[src/rtl/pwm_tmr_pkg.sv]
package pwm_tmr_pkg;
  localparam int unsigned ADDR_PSC  = 0;
  localparam int unsigned ADDR_ARR  = 1;
  localparam int unsigned ADDR_CMP0 = 2;
endpackage

[src/rtl/pwm_tmr_regs.sv]
module pwm_tmr_regs
  import pwm_tmr_pkg::*;
#(
  parameter int unsigned CNT_W  = 16,
  parameter int unsigned NUM_CH = 4,
  parameter int unsigned ADDR_W = 3
) (
  input  logic                         clk_i,
  input  logic                         rst_ni,
  input  logic                         wr_en_i,
  input  logic [ADDR_W-1:0]            wr_addr_i,
  input  logic [CNT_W-1:0]             wr_data_i,
  input  logic                         upd_evt_i,
  output logic                         arr_wr_o,
  output logic [CNT_W-1:0]             psc_o,
  output logic [CNT_W-1:0]             arr_o,
  output logic [NUM_CH-1:0][CNT_W-1:0] cmp_o
);
  logic [CNT_W-1:0] psc_sh, arr_sh;
  logic             psc_wr;

  assign psc_wr   = wr_en_i && (wr_addr_i == ADDR_W'(ADDR_PSC));
  assign arr_wr_o = wr_en_i && (wr_addr_i == ADDR_W'(ADDR_ARR));

  always_ff @(posedge clk_i or negedge rst_ni) begin
    if (!rst_ni) begin
      psc_sh <= '0;
      arr_sh <= '1;
      psc_o  <= '0;
      arr_o  <= '1;
    end else begin
      if (psc_wr)    psc_sh <= wr_data_i;
      if (arr_wr_o)  arr_sh <= wr_data_i;
      // working copies take the pre-write shadow value
      if (upd_evt_i) begin
        psc_o <= psc_sh;
        arr_o <= arr_sh;
      end
    end
  end

  for (genvar i = 0; i < NUM_CH; i++) begin : g_cmp
    logic [CNT_W-1:0] cmp_sh;
    logic             cmp_wr;
    assign cmp_wr = wr_en_i && (wr_addr_i == ADDR_W'(ADDR_CMP0 + i));
    always_ff @(posedge clk_i or negedge rst_ni) begin
      if (!rst_ni) begin
        cmp_sh   <= '0;
        cmp_o[i] <= '0;
      end else begin
        if (cmp_wr)    cmp_sh   <= wr_data_i;
        if (upd_evt_i) cmp_o[i] <= cmp_sh;
      end
    end
  end

  // working values move only on an update event
  p_preload_only_r3: assert property (@(posedge clk_i) disable iff (!rst_ni)
    !upd_evt_i |=> ($stable(psc_o) && $stable(arr_o) && $stable(cmp_o)));
endmodule

[src/rtl/pwm_tmr_cnt.sv]
module pwm_tmr_cnt #(
  parameter int unsigned CNT_W = 16
) (
  input  logic             clk_i,
  input  logic             rst_ni,
  input  logic             run_i,
  input  logic             force_i,
  input  logic             clr_i,
  input  logic [CNT_W-1:0] psc_i,
  input  logic [CNT_W-1:0] arr_i,
  output logic [CNT_W-1:0] cnt_o,
  output logic             upd_evt_o,
  output logic             upd_o
);
  logic [CNT_W-1:0] psc_cnt_q, cnt_q;
  logic             tick, at_top, wrap;

  assign tick      = (psc_cnt_q == psc_i);
  assign at_top    = (cnt_q == arr_i);
  assign wrap      = run_i && tick && at_top && !clr_i && !force_i;
  assign upd_evt_o = force_i || wrap;
  assign cnt_o     = cnt_q;

  always_ff @(posedge clk_i or negedge rst_ni) begin
    if (!rst_ni) begin
      psc_cnt_q <= '0;
      cnt_q     <= '0;
      upd_q_reg <= 1'b0;
    end else begin
      upd_q_reg <= upd_evt_o;
      if (force_i || clr_i) begin
        psc_cnt_q <= '0;
        cnt_q     <= '0;
      end else if (run_i) begin
        if (tick) begin
          psc_cnt_q <= '0;
          cnt_q     <= at_top ? '0 : cnt_q + 1'b1;
        end else begin
          psc_cnt_q <= psc_cnt_q + 1'b1;
        end
      end
    end
  end

  logic upd_q_reg;
  assign upd_o = upd_q_reg;

  p_cnt_bound_r2: assert property (@(posedge clk_i) disable iff (!rst_ni)
    (cnt_q <= arr_i) && (psc_cnt_q <= psc_i));
  p_upd_restart_r4: assert property (@(posedge clk_i) disable iff (!rst_ni)
    upd_o |-> (cnt_q == '0 && psc_cnt_q == '0));
  p_clr_no_upd_r6: assert property (@(posedge clk_i) disable iff (!rst_ni)
    (clr_i && !force_i) |=> (cnt_q == '0 && psc_cnt_q == '0 && !upd_o));
  p_hold_r10: assert property (@(posedge clk_i) disable iff (!rst_ni)
    (!run_i && !force_i && !clr_i) |=> ($stable(cnt_q) && $stable(psc_cnt_q) && !upd_o));
endmodule

[src/rtl/pwm_tmr_chan.sv]
module pwm_tmr_chan #(
  parameter int unsigned CNT_W = 16
) (
  input  logic             clk_i,
  input  logic             rst_ni,
  input  logic [CNT_W-1:0] cnt_i,
  input  logic [CNT_W-1:0] cmp_i,
  input  logic             en_i,
  input  logic             pol_i,
  output logic             pwm_o
);
  always_ff @(posedge clk_i or negedge rst_ni) begin
    if (!rst_ni) pwm_o <= 1'b0;
    else         pwm_o <= en_i ? ((cnt_i < cmp_i) ^ pol_i) : pol_i;
  end

  p_dis_inactive_r9: assert property (@(posedge clk_i) disable iff (!rst_ni)
    !en_i |=> (pwm_o == $past(pol_i)));
  p_zero_cmp_r7: assert property (@(posedge clk_i) disable iff (!rst_ni)
    (cmp_i == '0) |=> (pwm_o == $past(pol_i)));
endmodule

[src/rtl/pwm_tmr.sv]
module pwm_tmr #(
  parameter int unsigned CNT_W  = 16,
  parameter int unsigned NUM_CH = 4,
  parameter int unsigned ADDR_W = 3
) (
  input  logic              clk_i,
  input  logic              rst_ni,
  input  logic              run_i,
  input  logic              force_upd_i,
  input  logic              wr_en_i,
  input  logic [ADDR_W-1:0] wr_addr_i,
  input  logic [CNT_W-1:0]  wr_data_i,
  input  logic [NUM_CH-1:0] ch_en_i,
  input  logic [NUM_CH-1:0] ch_pol_i,
  output logic [NUM_CH-1:0] pwm_o,
  output logic              upd_o
);
  localparam int unsigned NUM_REGS = 2 + NUM_CH;

  logic [CNT_W-1:0]             psc_act, arr_act, cnt;
  logic [NUM_CH-1:0][CNT_W-1:0] cmp_act;
  logic                         arr_wr, upd_evt;

  initial begin
    a_map_fits_r3: assert (NUM_REGS <= (1 << ADDR_W));
  end

  pwm_tmr_regs #(.CNT_W(CNT_W), .NUM_CH(NUM_CH), .ADDR_W(ADDR_W)) u_regs (
    .clk_i     (clk_i),
    .rst_ni    (rst_ni),
    .wr_en_i   (wr_en_i),
    .wr_addr_i (wr_addr_i),
    .wr_data_i (wr_data_i),
    .upd_evt_i (upd_evt),
    .arr_wr_o  (arr_wr),
    .psc_o     (psc_act),
    .arr_o     (arr_act),
    .cmp_o     (cmp_act)
  );

  pwm_tmr_cnt #(.CNT_W(CNT_W)) u_cnt (
    .clk_i     (clk_i),
    .rst_ni    (rst_ni),
    .run_i     (run_i),
    .force_i   (force_upd_i),
    .clr_i     (arr_wr),
    .psc_i     (psc_act),
    .arr_i     (arr_act),
    .cnt_o     (cnt),
    .upd_evt_o (upd_evt),
    .upd_o     (upd_o)
  );

  for (genvar i = 0; i < NUM_CH; i++) begin : g_ch
    pwm_tmr_chan #(.CNT_W(CNT_W)) u_ch (
      .clk_i  (clk_i),
      .rst_ni (rst_ni),
      .cnt_i  (cnt),
      .cmp_i  (cmp_act[i]),
      .en_i   (ch_en_i[i]),
      .pol_i  (ch_pol_i[i]),
      .pwm_o  (pwm_o[i])
    );
  end

  p_force_upd_r5: assert property (@(posedge clk_i) disable iff (!rst_ni)
    force_upd_i |=> upd_o);
endmodule

[config.mk]
export PLATFORM = sky130hd
export DESIGN_NAME = pwm_tmr
export DESIGN_NICKNAME = d
export VERILOG_FILES = /design/src/rtl/pwm_tmr_pkg.sv /design/src/rtl/pwm_tmr_regs.sv /design/src/rtl/pwm_tmr_cnt.sv /design/src/rtl/pwm_tmr_chan.sv /design/src/rtl/pwm_tmr.sv
export SDC_FILE = /design/constraint.sdc
export NUM_CORES = 1
export LEC_CHECK = 0
export BUFFER_PORTS_ARGS = -buffer_cell sky130_fd_sc_hd__buf_2
export CAP_MARGIN = 20
export CORE_MARGIN = 2
export CORE_UTILIZATION = 30
export CTS_CLUSTER_DIAMETER = 80
export DETAILED_ROUTE_END_ITERATION = 12
export GPL_TIMING_DRIVEN = 0
export MAX_ROUTING_LAYER = met4
export SETUP_SLACK_MARGIN = 0.2
export SYNTH_ARGS = -nofsm -noshare
export SYNTH_HDL_FRONTEND = slang
export SYNTH_SLANG_ARGS = --single-unit
[constraint.sdc]
create_clock -name clk_i -period 2.2 [get_ports clk_i]
set_input_delay 0.11 -clock clk_i [delete_from_list [all_inputs] [get_ports clk_i]]
set_output_delay 0.11 -clock clk_i [all_outputs]
set_load 0.03 [all_outputs]
After elaboration in Yosys (flattened, before gate mapping) --
Cells that the tools add are included.
Operators by class: add/sub/neg operators 2, $lt $le $gt $ge 4, equality and inequality tests 7, muxes and demuxes 11, bitwise operators 4, reductions and logical operators 18
Operators with widths (count):
- two-way mux 16 bit | 7
- less-than comparator 16 bit | 4
- adder 16 x 1 -> 16 bit (second input constant) | 2
- equality test 16 bit | 2
- logical AND 1 bit | 10
- equality test 3 x 2 -> 1 bit (second input constant) | 2
- equality test 3 bit (second input constant) | 2
- two-way mux 1 bit | 4
- nonzero test 2 bit | 2
- XOR 1 bit | 4
- equality test 3 x 1 -> 1 bit (second input constant) | 1
- zero test 3 bit | 1
- zero test 1 bit | 2
- logical OR 1 bit | 2
- AND reduction 2 bit | 1
Word-level totals: register bits 229, bits of input ports 32, output and inout port bits 5, word-level logic and storage cells 65

Depth between registers and ports, before layout --
depth after elaboration 6, gate-level depth with buffers 9, mapped depth without buffers 8

Hierarchy --
From an unflattened synthesis, not the netlist that was laid out.
Second synthesis, totals: cells, all modules 882, area, all modules 11224.5 µm²
By module, submodules not included:
- pwm_tmr_regs | times used 1, cells each 411, area an instance 7254.5 µm², seq. area each 4844.6 µm²
- pwm_tmr_cnt | times used 1, cells each 255, area an instance 2273.4 µm², seq. area each 825.8 µm²
- pwm_tmr_chan | times used 4, cells each 54, area an instance 424.2 µm², seq. area each 25.0 µm²

Worst setup path before layout --
OpenSTA, ideal clock, no wires.
path kind register to register, start register u_cnt.cnt_q[4] (netlist: u_cnt.cnt_o[4]), end register u_regs.cmp_o[0] (netlist name), library setup time 0.125 ns, arrival time 2.033 ns, data required time 2.075 ns, slack 0.041 ns, cell stages (with the launch flop) 10, buffers on the path 3, period minus slack after synthesis 2.159 ns, path through dfrtp_1 > buf_2 > xor2_1 > nor4_1 > nand4_1 > nor2_1 > a21oi_2 > buf_6 > buf_6 > mux2_4
Between the ends: word-level cells in the longest chain between the ends 5
Ends and longest elaborated chain:
- start, declared | line pwm_tmr_cnt.sv:15 | logic [CNT_W-1:0] psc_cnt_q, cnt_q;
- start signal, assigned | line pwm_tmr_cnt.sv:37 | cnt_q <= at_top ? '0 : cnt_q + 1'b1;
- equality test 16 bit | line pwm_tmr_cnt.sv:19 | assign at_top = (cnt_q == arr_i);
- logical AND 1 bit (3 in series) | line pwm_tmr_cnt.sv:20 | assign wrap = run_i && tick && at_top && !clr_i && !force_i;
- logical OR 1 bit | line pwm_tmr_cnt.sv:21 | assign upd_evt_o = force_i || wrap;
- end signal, assigned by index | line pwm_tmr_regs.sv:52 | if (upd_evt_i) cmp_o[i] <= cmp_sh;
- end, declared | line pwm_tmr_regs.sv:17 | output logic [NUM_CH-1:0][CNT_W-1:0] cmp_o
No other way between the ends. A chain may end at the register's enable or synchronous reset.

Worst setup path in the final report --
start register u_cnt.cnt_q[5] (netlist: u_cnt.cnt_o[5]), end register u_regs.cmp_o[8] (netlist name)
The elaborated chain is that of the path after synthesis.

==> run_results.csv <==
group,metric,value,unit
outcome,outcome,"finished, violations left",
outcome,failed_checks,"negative setup slack",
sta,unrepaired_setup_endpoints_after_global_routing,"true",
detailed_routing,totalWireLength,26500,um
die,initial_core_util,0.303,
synthesis,synth_top_cells_by_area,"sky130_fd_sc_hd__dfrtp_1 (45%), sky130_fd_sc_hd__mux2_2 (17%), sky130_fd_sc_hd__dfstp_2 (7.6%)",
layout,final_layout_size_suffix_gt1_frac,0.403,
detailed_routing,post_drt_wl_per_cell,17.8,um
critical_path,cp_cell_sequence,"xor2_1, nor4_1, nand4_1, nor2_2, a21oi_4, buf_12, clkbuf_16, mux2_4",
layout,final_cell_mix,"sky130_fd_sc_hd__dfrtp_1 (181), sky130_fd_sc_hd__mux2_2 (163), sky130_fd_sc_hd__inv_1 (62), sky130_fd_sc_hd__ha_1 (61), sky130_fd_sc_hd__buf_2 (41)",
flow_run,max_cap_viol_count,0,
critical_path,cpPeakStageDelay,0.50,ns
critical_path,cp-end-kind,"flop",
global_route,grt_pass1_wl,41300,um
detailed_routing,first_iter_violations,429,
critical_path,setup.worst_path.class,"flop to flop",
clock_tree,tritoncts_num_sinks,229,
die,floorplan_die_width,196,um
clock_tree,clock_tree_from_tritoncts,"built",
critical_path,worst_ep_arrival_time,2.74,ns
layout,utilization,0.375,
placed_design,routabilityCongestion,0.822,
layout,total_area_of_multi_input_combinational_cells,0.00507,mm^2
global_route,gr-total-overflow,0,
layout,final_cells,1486,
placed_design,placedCellCount,1384,
die,site_row_count,70,
global_route,grt_busiest_layer,"met2",
clock_tree,clock_insertion_delay_worst_skew,0.53,ns
global_route,antenna_found_initial,0,
clock_tree,clock_tree.htree_level_count,1,
sta,setup_viol,105,
placed_design,io_buffer_count,34,
critical_path,worst_path_max_delay_cell,"sky130_fd_sc_hd__dfrtp_2",
die,io_pins,37,
hold_path,min_path_type,"input port to flop",
pwr,ir_drop,0.608,mV
global_route,grt_pass1_vias,7437,
global_route,global_route.usage.met3,0.0199,
layout,seqCellArea,0.00579,mm^2
die,die_height,196,um
sta,final.min_clock_period,2.33,ns
synthesis,synthesis.nets,972,
pwr,totalPowerFinal,11.9,mW
global_route,globalRouteTotalUtil,0.142,
placed_design,placedInstanceArea,0.0119,mm^2
synthesis,synth-main-ff-cell,"sky130_fd_sc_hd__dfrtp_1",
layout,antenna_cells,0,
layout,filler_cell_count,3526,
synthesis,sequential_area_share_after_synthesis,0.522,
detailed_routing,pre_antenna_drt_iters,4,
layout,design.final.nets,1093,
clock_tree,cts_root_buffer,"sky130_fd_sc_hd__clkbuf_16",
die,die_area,0.0384,mm^2
sta,max_clock_freq,429,MHz
global_route,grt_max_degree,119,
critical_path,worst_r2r_dst,"u_regs.cmp_o[8]",
synthesis,area_of_the_mapped_netlist,0.0111,mm^2
detailed_routing,vias_per_cell,4.84,
sta,timing.final.ws_setup,-0.131,ns
detailed_routing,route.antenna.remaining_nets,0,
layout,final_area,0.0137,mm^2
critical_path,setup.worst_path.start,"u_cnt.cnt_o[5]",
sta,period_share,1.06,
synthesis,synthDominantAreaCellType,"sky130_fd_sc_hd__dfrtp_1",
global_route,grtUsageMet1,0.181,
critical_path,r2r_cells,8,
clock_tree,cts_buffer_depth,3,
critical_path,worst-r2r-setup-slack,-0.13,ns
synthesis,yosys_register_bits,229,
sta,finalHoldViolations,0,
synthesis,syn-mean-instance-area,12.6,um^2
sta,worst_clock_skew,0.0173,ns
synthesis,yosys_warnings,0,
critical_path,critical_path.max_fanout,10,
clock_tree,total_cts_buffers,25,
synthesis,synth_enable_flop_cells,0,
critical_path,timing.rr.start,"u_cnt.cnt_o[5]",
sta,finalMaxSlewViolations,0,
pwr,p_per_area,868,mW/mm^2
detailed_routing,vias,7196,
synthesis,share_of_synthesized_registers_carrying_an_async_set_or_reset,1.00,
sta,maxSlewHeadroom,0.441,
critical_path,critical_path.endpoint,"u_regs.cmp_o[8]",
die,coreArea,0.0364,mm^2
placed_design,detailed_placer_s_ending_hpwl,17600,um
pwr,power.leakage,6.21,nW
synthesis,synthDominantCellAreaShare,0.446,
clock_tree,clk_pin_slew,0.06,ns
critical_path,timing.critical_path.from_type,"flop",
layout,areaGrowthSynthToFinish,23.7,%
sta,tightest_pin_transition,0.839,ns
global_route,grt.met2_usage,0.233,
detailed_routing,drt_drc_violations_left,0,
sta,final.hold.worst_slack,0.00571,ns
critical_path,critPathRequiredTime,2.61,ns
synthesis,post_synth_num_cell_types,43,
layout,mostFrequentLayoutCell,"sky130_fd_sc_hd__dfrtp_1",
synthesis,syn_inst,878,
## worst max-delay path, delay by kind of cell (launching register included)
| kind | cells | cell delay (ns) |
|---|---|---|
| AOI/OAI and AO/OA | 1 | 0.13 |
| xor gates and xnor gates | 1 | 0.19 |
| buffers and inverters | 2 | 0.35 |
| DFF | 1 | 0.50 |
| muxes | 1 | 0.29 |
| and+or+nand+nor | 3 | 0.74 |
## layer usage
layer,vias up,wire [um]
met5,-,0
met2,117,12700
li1,3357,-
met3,47,916
met1,3675,12000
met4,0,803
## report_power, final
part | switching (mW) | total [mW] | leakage, nW | internal, mW
Clock | 1.69 | 4.06 | 0.384 | 2.36
Sequential | 0.489 | 5.69 | 2.74 | 5.20
Combinational | 0.925 | 2.14 | 3.09 | 1.21
## cells in the mapped netlist (2+ instances only)
| master | instances |
|---|---|
| sky130_fd_sc_hd__o211ai_1 | 2 |
| sky130_fd_sc_hd__buf_4 | 4 |
| sky130_fd_sc_hd__buf_2 | 16 |
| sky130_fd_sc_hd__a31oi_1 | 9 |
| sky130_fd_sc_hd__o21ai_0 | 19 |
| sky130_fd_sc_hd__nor4_1 | 10 |
| sky130_fd_sc_hd__nor2_1 | 39 |
| sky130_fd_sc_hd__nand3b_1 | 2 |
| sky130_fd_sc_hd__and4_1 | 3 |
| sky130_fd_sc_hd__a21o_1 | 12 |
| sky130_fd_sc_hd__nand4_1 | 24 |
| sky130_fd_sc_hd__buf_6 | 4 |
| sky130_fd_sc_hd__dfstp_2 | 32 |
| sky130_fd_sc_hd__nand4b_1 | 6 |
| sky130_fd_sc_hd__xnor2_1 | 8 |
| sky130_fd_sc_hd__clkbuf_1 | 11 |
| sky130_fd_sc_hd__nand2_1 | 25 |
| sky130_fd_sc_hd__nor3_1 | 4 |
| sky130_fd_sc_hd__xor2_1 | 43 |
| sky130_fd_sc_hd__nand2b_1 | 5 |
| sky130_fd_sc_hd__ha_1 | 62 |
| sky130_fd_sc_hd__dfrtp_1 | 197 |
| sky130_fd_sc_hd__and3_1 | 5 |
| sky130_fd_sc_hd__nor2b_1 | 2 |
| sky130_fd_sc_hd__a22oi_1 | 4 |
| sky130_fd_sc_hd__or3_1 | 8 |
| sky130_fd_sc_hd__inv_1 | 63 |
| sky130_fd_sc_hd__mux2_4 | 29 |
| sky130_fd_sc_hd__a21oi_1 | 39 |
| sky130_fd_sc_hd__nand3_1 | 15 |
| sky130_fd_sc_hd__nor3b_1 | 2 |
| sky130_fd_sc_hd__mux2_2 | 163 |
## stage by stage
| step | setup TNS, ns | setup WS, ns |
|---|---|---|
| floorplan | 0 | 0.110 |
| global placement | -699.61 | -3.39 |
| detailed placement | -56.77 | -0.547 |
| CTS | -0.271 | -0.0261 |
| global route | -14.58 | -0.180 |
| finish | -8.43 | -0.131 |
## sequential cells by signal, indices dropped and copies added, names as in the netlist
| register | count |
|---|---|
| u_cnt.psc_cnt_q | 16 |
| u_regs.cmp_o | 64 |
| g_ch.u_ch.pwm_o | 4 |
| u_regs.psc_sh | 16 |
| u_regs.arr_o | 16 |
| u_regs.psc_o | 16 |
| u_regs.arr_sh | 16 |
| u_cnt.cnt_o | 16 |
| u_regs.g_cmp.cmp_sh | 64 |
| u_cnt.upd_o | 1 |
## layout make-up
| type | count | share of cell area |
|---|---|---|
| clock buffers | 40 | 0.0528 |
| clock inverters | 6 | 0.00457 |
| flip-flops and latches | 229 | 0.423 |
| well taps | 468 | 0.0428 |
| multi-input cells | 550 | 0.371 |
| plain buffers | 36 | 0.0240 |
| repair buffers | 94 | 0.0641 |
| inverters | 63 | 0.0177 |
## timing repair
action,in CTS,in global routing
pin swaps,21,12
setup endpoints to repair,129,131
setup buffers,17,7
hold endpoints to repair,197,0
gates resized for setup,63,43
hold buffers,25,0
cloned,2,4
## cell families (layout without fill, tap and decap cells)
family,count (synthesis),in the layout,synth area share
fa+ha+maj,62,62,0.0702
mux,193,193,0.206
compound gates,91,91,0.0486
simple gates,153,153,0.0730
buf+inv,99,239,0.0395
flops,229,229,0.522
xor+xnor,51,51,0.0404
## worst min path at each step
| stage | start | end | slack, ns | depth (start not counted) |
|---|---|---|---|---|
| 6_report | wr_data_i[12] | u_regs.g_cmp[0].cmp_sh[12] | 0.006 | 2 |
| 3_3_place_gp | ch_pol_i[0] | g_ch[0].u_ch.pwm_o | 0.30 | 2 |
| 4_1_cts | wr_data_i[12] | u_regs.g_cmp[0].cmp_sh[12] | 0.02 | 2 |
| 5_1_grt | wr_data_i[12] | u_regs.g_cmp[0].cmp_sh[12] | 0.02 | 2 |
| 2_1_floorplan | rst_ni | g_ch[0].u_ch.pwm_o | -0.19 | 0 |
| 3_5_place_dp | rst_ni | u_cnt.psc_cnt_q[5] | -0.06 | 1 |
No activity file was read; power rests on OpenSTA's default activity.
